--- src/rtl/serdes_pwr_pkg.sv ---
// Shared types for the SerDes power-down and clock-mode controller.
// Assumes: a single sample-clock domain for all state.
package serdes_pwr_pkg;

    // Power sequencing states.
    typedef enum logic [1:0] {
        PW_OFF     = 2'd0,
        PW_RELEASE = 2'd1,
        PW_ACTIVE  = 2'd2
    } pwr_state_t;

    // Mode-select code that requests power-down.
    localparam logic [1:0] MODE_SLEEP = 2'b00;

endpackage

--- src/rtl/serdes_ref_detect.sv ---
// Reference-clock activity detector.
// Synchronizes the asynchronous reference through two flops, counts its
// rising edges over a window of WIN_CYCLES sample cycles, and updates
// ref_valid at each window end (count >= MIN_EDGES).
// Assumes: the reference's high and low phases each last longer than one
// sample-clock period. The detector runs during power-down as well.
module serdes_ref_detect #(
    parameter int WIN_CYCLES = 64,
    parameter int MIN_EDGES  = 8
) (
    input  logic clk,
    input  logic rst_n,
    input  logic ref_raw,
    output logic ref_valid
);
    localparam int WIN_W  = $clog2(WIN_CYCLES + 1);
    localparam int EDGE_W = $clog2(MIN_EDGES + 1);

    logic [2:0]        ref_pipe;
    logic [WIN_W-1:0]  win_cnt;
    logic [EDGE_W-1:0] edge_cnt;
    logic              rise;
    logic              win_end;
    logic [EDGE_W:0]   edge_total;

    assign rise       = ref_pipe[1] & ~ref_pipe[2];
    assign win_end    = (win_cnt == WIN_W'(WIN_CYCLES - 1));
    assign edge_total = {1'b0, edge_cnt} + (EDGE_W + 1)'(rise);

    // Two synchronizing flops plus one history flop for edge detection.
    always_ff @(posedge clk) begin
        if (!rst_n) ref_pipe <= '0;
        else        ref_pipe <= {ref_pipe[1:0], ref_raw};
    end

    // Window timer over the sample clock.
    always_ff @(posedge clk) begin
        if (!rst_n || win_end) win_cnt <= '0;
        else                   win_cnt <= win_cnt + 1'b1;
    end

    // Saturating edge count within the current window.
    always_ff @(posedge clk) begin
        if (!rst_n || win_end)                          edge_cnt <= '0;
        else if (rise && edge_cnt != EDGE_W'(MIN_EDGES)) edge_cnt <= edge_cnt + 1'b1;
    end

    // Verdict latched at every window boundary.
    always_ff @(posedge clk) begin
        if (!rst_n)       ref_valid <= 1'b0;
        else if (win_end) ref_valid <= (edge_total >= (EDGE_W + 1)'(MIN_EDGES));
    end

    // the verdict only moves on a window boundary.
    a_r3_valid_on_window: assert property (@(posedge clk) disable iff (!rst_n)
        !win_end |=> $stable(ref_valid));

    // a window with no edge at all leaves the reference invalid.
    a_r3_silent_window: assert property (@(posedge clk) disable iff (!rst_n)
        (win_end && edge_cnt == '0 && !rise) |=> !ref_valid);

endmodule

--- src/rtl/serdes_lock_qual.sv ---
// PLL lock qualifier.
// Counts consecutive sample cycles with the lock flag high while the PLL
// is enabled; lock_ok is asserted once LOCK_CYCLES have been reached.
// Assumes: pll_locked is already synchronous to clk.
module serdes_lock_qual #(
    parameter int LOCK_CYCLES = 256
) (
    input  logic clk,
    input  logic rst_n,
    input  logic enable,
    input  logic pll_locked,
    output logic lock_ok
);
    localparam int CNT_W = $clog2(LOCK_CYCLES + 1);

    logic [CNT_W-1:0] run_cnt;

    // Consecutive-lock counter, cleared by any dropout or PLL disable.
    always_ff @(posedge clk) begin
        if (!rst_n || !enable || !pll_locked)    run_cnt <= '0;
        else if (run_cnt != CNT_W'(LOCK_CYCLES)) run_cnt <= run_cnt + 1'b1;
    end

    assign lock_ok = (run_cnt == CNT_W'(LOCK_CYCLES));

    // a qualified lock implies the flag was high on the last edge.
    a_r8_lock_needs_flag: assert property (@(posedge clk) disable iff (!rst_n)
        lock_ok |-> ($past(pll_locked) && $past(enable)));

    // a dropout withdraws the qualification on the next edge.
    a_r8_drop_clears: assert property (@(posedge clk) disable iff (!rst_n)
        !pll_locked |=> !lock_ok);

endmodule

--- src/rtl/serdes_pwr_fsm.sv ---
// Power sequencing state machine with sticky clock-source latch.
// Tracks power-down, the one-cycle reset release, and the active state.
// Also holds the reference-mode latch and the loss-of-reference arm flag.
// Assumes: mode_sel is quasi-static and synchronous to clk.
module serdes_pwr_fsm
    import serdes_pwr_pkg::*;
(
    input  logic       clk,
    input  logic       rst_n,
    input  logic [1:0] mode_sel,
    input  logic       ref_valid,
    output pwr_state_t state,
    output logic       src_ref,
    output logic       los_armed
);
    logic       pd_req;
    pwr_state_t state_nx;

    assign pd_req = (mode_sel == MODE_SLEEP);

    // Next-state selection: power-down wins from any state.
    always_comb begin
        state_nx = state;
        if (pd_req) begin
            state_nx = PW_OFF;
        end else begin
            case (state)
                PW_OFF:     state_nx = PW_RELEASE;
                PW_RELEASE: state_nx = PW_ACTIVE;
                PW_ACTIVE:  state_nx = PW_ACTIVE;
                default:    state_nx = PW_OFF;
            endcase
        end
    end

    // State register.
    always_ff @(posedge clk) begin
        if (!rst_n) state <= PW_OFF;
        else        state <= state_nx;
    end

    // Sticky source latch: sampled on power-down exit, set-only when up.
    always_ff @(posedge clk) begin
        if (!rst_n) begin
            src_ref <= 1'b0;
        end else if (state == PW_OFF) begin
            if (!pd_req) src_ref <= ref_valid;
        end else begin
            src_ref <= src_ref | ref_valid;
        end
    end

    // Loss-of-reference arm: set in power-down, cleared by a valid reference.
    always_ff @(posedge clk) begin
        if (!rst_n || state == PW_OFF) los_armed <= 1'b1;
        else if (ref_valid)            los_armed <= 1'b0;
    end

    // a sleep code always lands in power-down on the next edge.
    a_r1_enter_off: assert property (@(posedge clk) disable iff (!rst_n)
        pd_req |=> (state == PW_OFF));

    // reference mode never falls back while powered.
    a_r6_src_sticky: assert property (@(posedge clk) disable iff (!rst_n)
        (state != PW_OFF && src_ref) |=> src_ref);

    // the source chosen at power-up follows the reference verdict then.
    a_r7_exit_follows_ref: assert property (@(posedge clk) disable iff (!rst_n)
        (state == PW_OFF && !pd_req) |=> (src_ref == $past(ref_valid)));

endmodule

--- src/rtl/serdes_pwr_ctrl.sv ---
// SerDes power-down and clock-mode controller (top).
// Combines reference detection, lock qualification and power sequencing,
// and decodes the state into buffer, PLL and datapath controls.
// Assumes: all outputs feed analog enables or downstream logic that
// tolerates decode from registered state; ref_clk_in is asynchronous.
module serdes_pwr_ctrl
    import serdes_pwr_pkg::*;
#(
    parameter int WIN_CYCLES  = 64,
    parameter int MIN_EDGES   = 8,
    parameter int LOCK_CYCLES = 256
) (
    input  logic       clk,
    input  logic       rst_n,
    input  logic [1:0] mode_sel,
    input  logic       dir_ser,
    input  logic       ref_clk_in,
    input  logic       pll_locked,
    output logic       core_rst_n,
    output logic       pll_en,
    output logic       diff_in_en,
    output logic       diff_out_oe,
    output logic       se_out_oe,
    output logic       se_in_force,
    output logic       clk_src_ref,
    output logic       deser_en,
    output logic       word_clk_hi,
    output logic       capture_en
);
    pwr_state_t state;
    logic       ref_valid;
    logic       src_ref;
    logic       los_armed;
    logic       lock_ok;
    logic       active;
    logic       any_en;

    serdes_ref_detect #(
        .WIN_CYCLES (WIN_CYCLES),
        .MIN_EDGES  (MIN_EDGES)
    ) i_ref_detect (
        .clk       (clk),
        .rst_n     (rst_n),
        .ref_raw   (ref_clk_in),
        .ref_valid (ref_valid)
    );

    serdes_pwr_fsm i_pwr_fsm (
        .clk       (clk),
        .rst_n     (rst_n),
        .mode_sel  (mode_sel),
        .ref_valid (ref_valid),
        .state     (state),
        .src_ref   (src_ref),
        .los_armed (los_armed)
    );

    serdes_lock_qual #(
        .LOCK_CYCLES (LOCK_CYCLES)
    ) i_lock_qual (
        .clk        (clk),
        .rst_n      (rst_n),
        .enable     (pll_en),
        .pll_locked (pll_locked),
        .lock_ok    (lock_ok)
    );

    // Output decode from state, direction and clock source.
    always_comb begin
        active      = (state == PW_ACTIVE);
        core_rst_n  = (state != PW_OFF);
        se_in_force = (state == PW_OFF);
        se_out_oe   = active;
        clk_src_ref = src_ref;
        pll_en      = active && src_ref && !los_armed;
        diff_out_oe = active && dir_ser;
        diff_in_en  = active && (!dir_ser || !src_ref);
        deser_en    = active && !dir_ser;
        word_clk_hi = active && dir_ser;
        capture_en  = active && dir_ser && (src_ref ? lock_ok : 1'b1);
    end

    assign any_en = diff_out_oe | diff_in_en | deser_en | se_out_oe | pll_en;

    // power-down outputs are quiet one edge after a sleep code.
    a_r1_pd_quiet: assert property (@(posedge clk) disable iff (!rst_n)
        (mode_sel == MODE_SLEEP) |=> (!core_rst_n && !any_en && !capture_en && se_in_force));

    // reset is released at least one edge before any enable rises.
    a_r2_reset_first: assert property (@(posedge clk) disable iff (!rst_n)
        $rose(any_en) |-> $past(core_rst_n));

    // the PLL runs only in reference-clock mode.
    a_r10_pll_needs_ref: assert property (@(posedge clk) disable iff (!rst_n)
        pll_en |-> clk_src_ref);

    // capture in reference mode follows a sampled lock.
    a_r8_capture_locked: assert property (@(posedge clk) disable iff (!rst_n)
        (capture_en && clk_src_ref) |-> $past(pll_locked));

    // serialize and deserialize paths are never both live.
    a_r9_dir_exclusive: assert property (@(posedge clk) disable iff (!rst_n)
        !(deser_en && (capture_en || diff_out_oe)));

endmodule

--- config.mk ---
export PLATFORM = sky130hd
export DESIGN_NAME = serdes_pwr_ctrl
export DESIGN_NICKNAME = d
export VERILOG_FILES = /design/src/rtl/serdes_pwr_pkg.sv /design/src/rtl/serdes_ref_detect.sv /design/src/rtl/serdes_lock_qual.sv /design/src/rtl/serdes_pwr_fsm.sv /design/src/rtl/serdes_pwr_ctrl.sv
export SDC_FILE = /design/constraint.sdc
export NUM_CORES = 1
export LEC_CHECK = 0
export BUFFER_PORTS_ARGS = -buffer_cell sky130_fd_sc_hd__clkbuf_2
export CAP_MARGIN = 0
export CORE_MARGIN = 3
export CORE_UTILIZATION = 60
export CTS_CLUSTER_SIZE = 10
export DETAILED_ROUTE_END_ITERATION = 12
export PLACE_DENSITY_LB_ADDON = 0.3
export RECOVER_POWER = 100
export SYNTH_ARGS = -nofsm -noshare
export SYNTH_HDL_FRONTEND = slang
export SYNTH_SLANG_ARGS = --single-unit
--- constraint.sdc ---
create_clock -name clk -period 2.27 [get_ports clk]
set_input_delay 0.454 -clock clk [delete_from_list [all_inputs] [get_ports clk]]
set_output_delay 0.454 -clock clk [all_outputs]
set_load 0.01 [all_outputs]
==> impl_results.rst, run 1 <==
.. list-table::
   :header-rows: 1

   * - Metric
     - Value
   * - Run status
     - completed
   * - Post-detailed-route wirelength per cell
     - 13.6 µm
   * - Register Area
     - 561 µm²
   * - Area of the multi-input gates
     - 686 µm²
   * - CTS tree
     - done
   * - Number of max-capacitance violations reported
     - 0
   * - Final-report setup violation count
     - 0
   * - Distinct cell type count of the synthesized netlist
     - 39
   * - Static leakage
     - 0.588 nW
   * - Final cycle utilization of the critical path
     - 93.3%
   * - Proportion of netlist area held by the largest area contributor
     - 42.5%
   * - Net total in the final layout
     - 179
   * - Least-Margin Pin Slew
     - 1060 ps
   * - Launch instance of the worst register-to-register path
     - i_ref_detect.win_cnt[0]
   * - Synth Instances
     - 143
   * - Max_slew headroom
     - 28.5%
   * - Area of the die
     - approximately 0.0028 mm²
   * - Post-CTS clock slew at the launch and capture registers of the worst setup and hold paths
     - 150 ps
   * - Crit. End Element
     - primary output
   * - Critical Path RT
     - 1820 ps
   * - Largest area contributor in the netlist
     - dfxtp_1
   * - CTS sink count
     - 28
   * - Root buffer cell
     - clkbuf_4
   * - Largest fanout of any net on the critical path
     - 5
   * - Critical setup path kind
     - register to primary output
   * - Clock Tree Buf Depth
     - 2
   * - Wire length of the first global-routing pass
     - 3.91 mm
   * - Final Hold Violating Endpoints
     - 0
   * - Final Skew
     - 3.73 ps
   * - Total congestion overflow after global routing
     - 0
   * - Remaining antenna violation count after routing
     - 0
   * - Fraction of layout cells with a size suffix above 1
     - 9.88%
   * - Worst VDD drop
     - 0.000472 V
   * - Global routing usage summed across all routing layers
     - 19.3%
   * - Clock buffers created by TritonCTS
     - 3
   * - Netlist area before placement
     - ~0.0013 mm²
   * - Final total negative setup slack
     - 0 ps
   * - Overall power after layout
     - 0.000896 W
   * - DIE HEIGHT
     - around 53 µm
   * - Post-synthesis net count
     - 159
   * - Number of inserted filler cells in the final layout
     - 164
   * - Horiz. Die Dim
     - 52.9 µm
   * - Via count of the routed design
     - 1110
   * - Via count of the first global-routing pass
     - 957
   * - Fraction of the yosys area taken by sequential cells
     - 42.5%
   * - Endpoint of the worst hold-timing path
     - i_ref_detect.ref_pipe[0]
   * - Worst slack at placement
     - 466 ps
   * - Primary FF master, synth
     - dfxtp_1
   * - Final slew viol count
     - 0
   * - Peak clock frequency supported by timing
     - 0.472 GHz
   * - YS warnings
     - 0
   * - Unrepaired setup endpoints after global routing
     - no
   * - I/O pin total
     - 17
   * - Maximum number of pins on one net before global-route repair
     - 17
   * - Total number of H-tree levels
     - 1
   * - Wirelength, routed
     - 2.57 mm
   * - RePlAce Congestion
     - approximately 0.83
   * - Category of the worst setup path launch point
     - register
   * - Minimum clock period after layout
     - 2120 ps
   * - Biggest area contributors in the synthesized netlist
     - dfxtp_1 43%, ha_1 8.5%, a21oi_1 4.6%, inv_1 4.0%, nand3_1 3.0%
   * - Core Area
     - around 0.0020 mm²
   * - Post-route DRC
     - 0
   * - Crit path arrival time
     - 1660 ps
   * - Power per Cell Area
     - 613 mW/mm²
   * - Antenna fix cells
     - 0
   * - Post-Route Hold Slack
     - 344 ps
   * - Area growth from synthesis to final layout
     - 10.9%
   * - Starting utilization of the core area
     - 65.2%
   * - Proportion of register bits with asynchronous set or reset after synthesis
     - 0%
   * - Hold Path Class
     - primary input to register
   * - Number of cells on the worst hold path
     - 2
   * - Iteration count of the initial detailed-routing pass
     - 4
   * - Avg Inst Size Synth
     - between 9 and 10 µm²
   * - I/O Buffers
     - 16
   * - Site row count
     - 16
   * - Number of enable-type register cells in the synthesized netlist
     - 0
   * - DP Wirelength
     - between 1.5 and 2 mm
   * - Capturing point of the worst reg2reg path
     - i_ref_detect.edge_cnt[2]
   * - Vias/cell
     - ~5.9
   * - Register-to-register setup slack
     - 340 ps
   * - Post-synthesis sequential element count
     - 28
   * - Clock latency at the later pin of the worst-skew pair
     - 330 ps
   * - Final worst slack
     - around 150 ps
   * - Hold-fix buffers, CTS
     - 0
   * - Worst Reg2Reg Path Length in Cells
     - 4
   * - Detailed router's first-iteration violation count
     - 23
   * - Startpoint of the worst hold path
     - ref_clk_in
   * - Initial antenna violation count
     - 0
## per-stage QoR
step,utilization (%),cell area (µm²),cells
final,72.3,1460,189
after global routing,72.3,1460,189
after CTS,72.8,1470,188
after detailed placement,70.2,1420,184
after global placement,70.2,1420,184
after floorplan,-,1320,143
## cell usage in the layout (no fill, tap or decap), types with 5 or more instances in the layout
cell,Yosys,final
nand2_1,5,5
ha_1,9,9
dfxtp_1,28,28
clkbuf_1,0,9
a21oi_1,12,12
nor2_1,7,7
inv_1,14,14
clkbuf_2,0,7
o21ai_0,8,10
or3_1,5,5
nand3_1,8,10
## state kept, by name, summed over array words and instances (netlist names)
signal and count:
i_lock_qual.run_cnt 9, i_ref_detect.win_cnt 7, i_ref_detect.edge_cnt 4, i_ref_detect.ref_pipe 3, i_pwr_fsm.state 2, i_pwr_fsm.los_armed 1, i_pwr_fsm.src_ref 1, i_ref_detect.ref_valid 1
## kinds of logic (layout without fill, tap and decap cells)
family                   count (synthesis)  after routing  synth area share [%]
AO/OA/AOI/OAI                           33             33                  15.4
multiplexers                             1              1                 0.760
XOR/XNOR                                 5              5                  3.32
AND/OR/NAND/NOR                         51             51                  24.5
buffers and inverters                   16             35                  4.94
flip-flops                              28             28                  42.5
adder cells (fa/ha/maj)                  9              9                  8.55
## synth_stat cells (3+ instances only)
| master | n |
|---|---|
| and2_1 | 4 |
| dfxtp_1 | 28 |
| nand3_1 | 8 |
| ha_1 | 9 |
| nand2_1 | 5 |
| xor2_1 | 3 |
| o21ai_0 | 8 |
| nor2_1 | 7 |
| nand3_2 | 3 |
| inv_1 | 14 |
| a21oi_1 | 12 |
| or3_1 | 5 |
## power breakdown
| group | switching [W] | internal [W] | total [W] |
|---|---|---|---|
| registers | 0.00000652 | 0.000503 | 0.000509 |
| logic | 0.0000368 | 0.0000247 | 0.0000615 |
| clock network | 0.000146 | 0.000179 | 0.000325 |
## critical path, cell delays in order (launching register included)
cell	delay (ps)
dfxtp_1	390
inv_1	90
ha_1	170
nor4b_4	260
nand2_1	120
a21boi_1	160
clkbuf_2	150
## how the worst max path moves through the flow
stage / start / endpoint / slack [ps] / cells past startpoint
after floorplan: i_lock_qual.run_cnt[0] / capture_en / 660 / 5
after global placement: i_lock_qual.run_cnt[0] / capture_en / 540 / 6
after detailed placement: i_lock_qual.run_cnt[0] / capture_en / 470 / 6
after CTS: i_lock_qual.run_cnt[0] / capture_en / 70 / 6
after global routing: i_lock_qual.run_cnt[0] / capture_en / 10 / 6
final: i_lock_qual.run_cnt[0] / capture_en / 150 / 6
## area by class of cell
cell class	instances	share of cell area, %
inverters	14	3.60
clock inverters	1	2.05
multi-input cells	99	46.9
clock buffers	3	1.54
well taps	27	2.31
flip-flops and latches	28	38.4
repair buffers	17	5.22
## timing repair
item,in CTS,in global routing
resized for setup,0,1
setup endpoints to repair,0,1
buffers inserted,0,1
## metal layers
metal / track usage (%) / up-vias / part of all wire (%)
met4: 8.51 / 0 / 1.5
met2: 35.5 / 27 / 52
met1: 20.0 / 528 / 42
met5: 0 / - / 0
li1: - / 550 / -
met3: 5.35 / 5 / 4.6
(Power assumes the default switching activity.)
==> inputs of run 2 (changes only) <==
--- a/config.mk
+++ b/config.mk
@@ -8,7 +8,7 @@
 export BUFFER_PORTS_ARGS = -buffer_cell sky130_fd_sc_hd__clkbuf_2
 export CAP_MARGIN = 0
 export CORE_MARGIN = 3
-export CORE_UTILIZATION = 60
+export CORE_UTILIZATION = 35
 export CTS_CLUSTER_SIZE = 10
 export DETAILED_ROUTE_END_ITERATION = 12
 export PLACE_DENSITY_LB_ADDON = 0.3
==> run 2 against run 1 <==
Net effect: wire length shrank 5.4%; combinational power up 1%; maximum frequency is 2.5% higher; clock-buffer cell count is 1 higher; sequential power about the same.
==> impl_results.rst, run 2 (synthesized netlist as in run 1, its figures left out) <==
.. list-table::
   :header-rows: 1

   * - Metric
     - Value
   * - Run status
     - completed
   * - Starting utilization of the core area
     - 38.0% (-27 points)
   * - Root buffer cell
     - clkbuf_8
   * - Via count of the routed design
     - 1052 (-5.2%)
   * - Unrepaired setup endpoints after global routing
     - no
   * - Final-report setup violation count
     - 0 (unchanged)
   * - Power per Cell Area
     - 592 mW/mm² (-3.5%)
   * - DIE HEIGHT
     - 67.4 µm (+27%)
   * - Clock latency at the later pin of the worst-skew pair
     - 270 ps (-60 ps)
   * - Critical path cell sequence
     - inv_1 -> ha_1 -> nor4b_4 -> nand2_1 -> a21boi_1 -> clkbuf_2
   * - Number of inserted filler cells in the final layout
     - 366 (+120%)
   * - Number of max-capacitance violations reported
     - 0 (unchanged)
   * - Area growth from synthesis to final layout
     - 12.3%
   * - Critical Path RT
     - 1820 ps (about the same)
   * - Last element of the critical path
     - capture_en
   * - Maximum number of pins on one net before global-route repair
     - 16 (-1)
   * - Core Area
     - 0.00347 mm² (+72%)
   * - Regs by FF count
     - i_lock_qual.run_cnt x9, i_ref_detect.win_cnt x7, i_ref_detect.edge_cnt x4
   * - Crit. End Element
     - primary output
   * - Worst Reg2Reg Path Length in Cells
     - 4 (unchanged)
   * - Register-to-register setup slack
     - 400 ps (+60 ps)
   * - Horiz. Die Dim
     - 67.4 µm (+27%)
   * - Crit path arrival time
     - 1610 ps (-50 ps)
   * - Global routing usage summed across all routing layers
     - 11.7% (-7.6 points)
   * - Number of flip-flops in the largest register
     - 9 (unchanged)
   * - Total congestion overflow after global routing
     - 0 (unchanged)
   * - Switching power share of the total
     - 22.1% (+0.93 points)
   * - Critical setup path kind
     - register to primary output
   * - Initial antenna violation count
     - 0 (unchanged)
   * - Net total in the final layout
     - 178 (-0.56%)
   * - Worst VDD drop
     - 0.000497 V (+5.3%)
   * - Final total negative setup slack
     - 0 ps (unchanged)
   * - Master of the slowest instance on the critical path
     - dfxtp_1
   * - Final slew viol count
     - 0 (unchanged)
   * - Post-detailed-route wirelength per cell
     - 11.7 µm (-14%)
   * - Site row count
     - 21 (+5)
   * - Delay of the slowest cell on the worst path
     - 360 ps (-30 ps)
   * - I/O Buffers
     - 16 (unchanged)
   * - Remaining antenna violation count after routing
     - 0 (unchanged)
   * - Minimum clock period after layout
     - 2070 ps (-52.1 ps)
   * - DP Wirelength
     - 1.83 mm (-1.8%)
   * - Category of the worst setup path launch point
     - register
   * - Hold-fix buffers, CTS
     - 0 (unchanged)
   * - Register with the most flip-flops
     - i_lock_qual.run_cnt
   * - Least-Margin Pin Slew
     - 995 ps (-67.7 ps)
   * - I/O pin total
     - 17 (unchanged)
   * - Post-CTS clock slew at the launch and capture registers of the worst setup and hold paths
     - 90 ps (-60 ps)
   * - Iteration count of the initial detailed-routing pass
     - 4 (unchanged)
   * - Internal power
     - 0.000682 W (-3.4%)
   * - Max_slew headroom
     - 33.1% (+4.6 points)
   * - Critical Path Source
     - i_lock_qual.run_cnt[0]
   * - Area of the die
     - 0.00454 mm² (+62%)
   * - Most common library cell in the layout ignoring fill and taps
     - dfxtp_1
   * - Sw power
     - 0.000194 W (+2.1%)
   * - Total number of H-tree levels
     - 1 (unchanged)
   * - Detailed router's first-iteration violation count
     - 33 (+43%)
   * - CTS sink count
     - 28 (unchanged)
   * - Vias/cell
     - 5.08 (-13%)
   * - Wirelength, routed
     - 2.43 mm (-5.4%)
   * - Via count of the first global-routing pass
     - 1006 (+5.1%)
   * - Final Skew
     - 4.36 ps (+0.629 ps)
   * - Combinational Power Share
     - 7.1% (+0.2 points)
   * - Area of the multi-input gates
     - 686 µm² (unchanged)
   * - Launch instance of the worst register-to-register path
     - i_ref_detect.win_cnt[0]
   * - Static leakage
     - 0.584 nW (-0.59%)
   * - Proportion of power drawn by the clock network
     - 34.9% (-1.4 points)
   * - Fraction of layout cells with a size suffix above 1
     - 9.32% (-0.56 points)
   * - Worst slack at placement
     - 457 ps (-8.87 ps)
   * - Peak clock frequency supported by timing
     - 0.484 GHz (+2.5%)
   * - Capturing point of the worst reg2reg path
     - i_ref_detect.edge_cnt[2]
   * - Number of gates on the worst path with buffers counted
     - 6 (unchanged)
   * - Clock buffers created by TritonCTS
     - 3 (unchanged)
   * - CTS tree
     - done
   * - Largest fanout of any net on the critical path
     - 5 (unchanged)
   * - RePlAce Congestion
     - 0.786 (-5.8%)
   * - Clock Tree Buf Depth
     - 2 (unchanged)
   * - Post-route DRC
     - 0 (unchanged)
   * - WP buf/inv
     - 2 (unchanged)
   * - Final Hold Violating Endpoints
     - 0 (unchanged)
   * - Final worst slack
     - 204 ps (+52.1 ps)
   * - Most frequent cells in the layout
     - 28 x dfxtp_1, 14 x inv_1, 12 x a21oi_1
   * - Sequential share of power
     - 58.0% (+1.1 points)
   * - Largest delay share family, worst path
     - simple AND/OR/NAND/NOR gates
   * - Antenna fix cells
     - 0 (unchanged)
   * - Register Area
     - 561 µm² (unchanged)
   * - Setup bufs post-CTS
     - 0 (unchanged)
   * - Final cycle utilization of the critical path
     - 91.0% (-2.3 points)
   * - Wire length of the first global-routing pass
     - 4.11 mm (+5.1%)
   * - Hold Path Class
     - primary input to register
==> run 2: changes by cell type in the layout (fill, tap and decap cells not counted) <==
cell	change
buf_4	-1
bufinv_16	-1
clkbuf_4	-3
clkbuf_8	+4
==> run 2: timing repair <==
item | 4_1_cts | 5_1_grt
gates resized for setup | 0 | 1
endpoints found under the setup margin | 0 | 1
endpoints found under the hold margin | 0 | 0
==> run 2: area by class of cell <==
class                           count  share of cell area (%)
Multi-Input combinational cell     99                    46.3
Sequential cell                    28                    37.9
Timing Repair Buffer               16                    4.65
Tap cell                           46                    3.89
Clock buffer                        4                    3.72
Inverter                           14                    3.55
==> run 2: per-stage QoR <==
step | util (%) | std cells | hold slack, ps | cell area [µm²] | power [W]
2_1_floorplan | - | 143 | 412 | 1320 | 0.000562
3_3_place_gp | 41.6 | 203 | 416 | 1440 | 0.000583
3_5_place_dp | 41.6 | 203 | 419 | 1440 | 0.000587
4_1_cts | 43.2 | 207 | 377 | 1500 | 0.000890
5_1_grt | 42.7 | 207 | 373 | 1480 | 0.000917
6_report | 42.7 | 207 | 383 | 1480 | 0.000876
==> run 2: power by group through the flow <==
| stage | clock, W | combinational [W] | sequential [W] |
|---|---|---|---|
| 2_1_floorplan | 0 | 0.0000435 | 0.000519 |
| 3_3_place_gp | 0 | 0.0000637 | 0.000520 |
| 3_5_place_dp | 0 | 0.0000666 | 0.000520 |
| 4_1_cts | 0.000314 | 0.0000669 | 0.000509 |
| 5_1_grt | 0.000335 | 0.0000726 | 0.000510 |
| 6_report | 0.000305 | 0.0000621 | 0.000508 |
==> run 2: layer usage <==
| layer | track usage [%] | part of all wire [%] | wire (µm) | vias up |
|---|---|---|---|---|
| li1 | - | - | - | 543 |
| met1 | 12.1 | 44 | 1060 | 498 |
| met2 | 22.3 | 52 | 1260 | 9 |
| met3 | 4.16 | 3.7 | 89 | 2 |
| met4 | 2.78 | 0.45 | 11 | 0 |
| met5 | 0 | 0 | 0 | - |
==> run 2: worst min path at each step <==
| stage | from | slack, ps | cells after the start | to |
|---|---|---|---|---|
| 3_5_place_dp | i_ref_detect.ref_pipe[0] | 420 | 1 | i_ref_detect.ref_pipe[1] |
| 6_report | ref_clk_in | 380 | 2 | i_ref_detect.ref_pipe[0] |
| 5_1_grt | ref_clk_in | 370 | 2 | i_ref_detect.ref_pipe[0] |
| 3_3_place_gp | i_ref_detect.ref_pipe[0] | 420 | 1 | i_ref_detect.ref_pipe[1] |
| 4_1_cts | ref_clk_in | 380 | 2 | i_ref_detect.ref_pipe[0] |
| 2_1_floorplan | i_ref_detect.ref_pipe[0] | 410 | 1 | i_ref_detect.ref_pipe[1] |
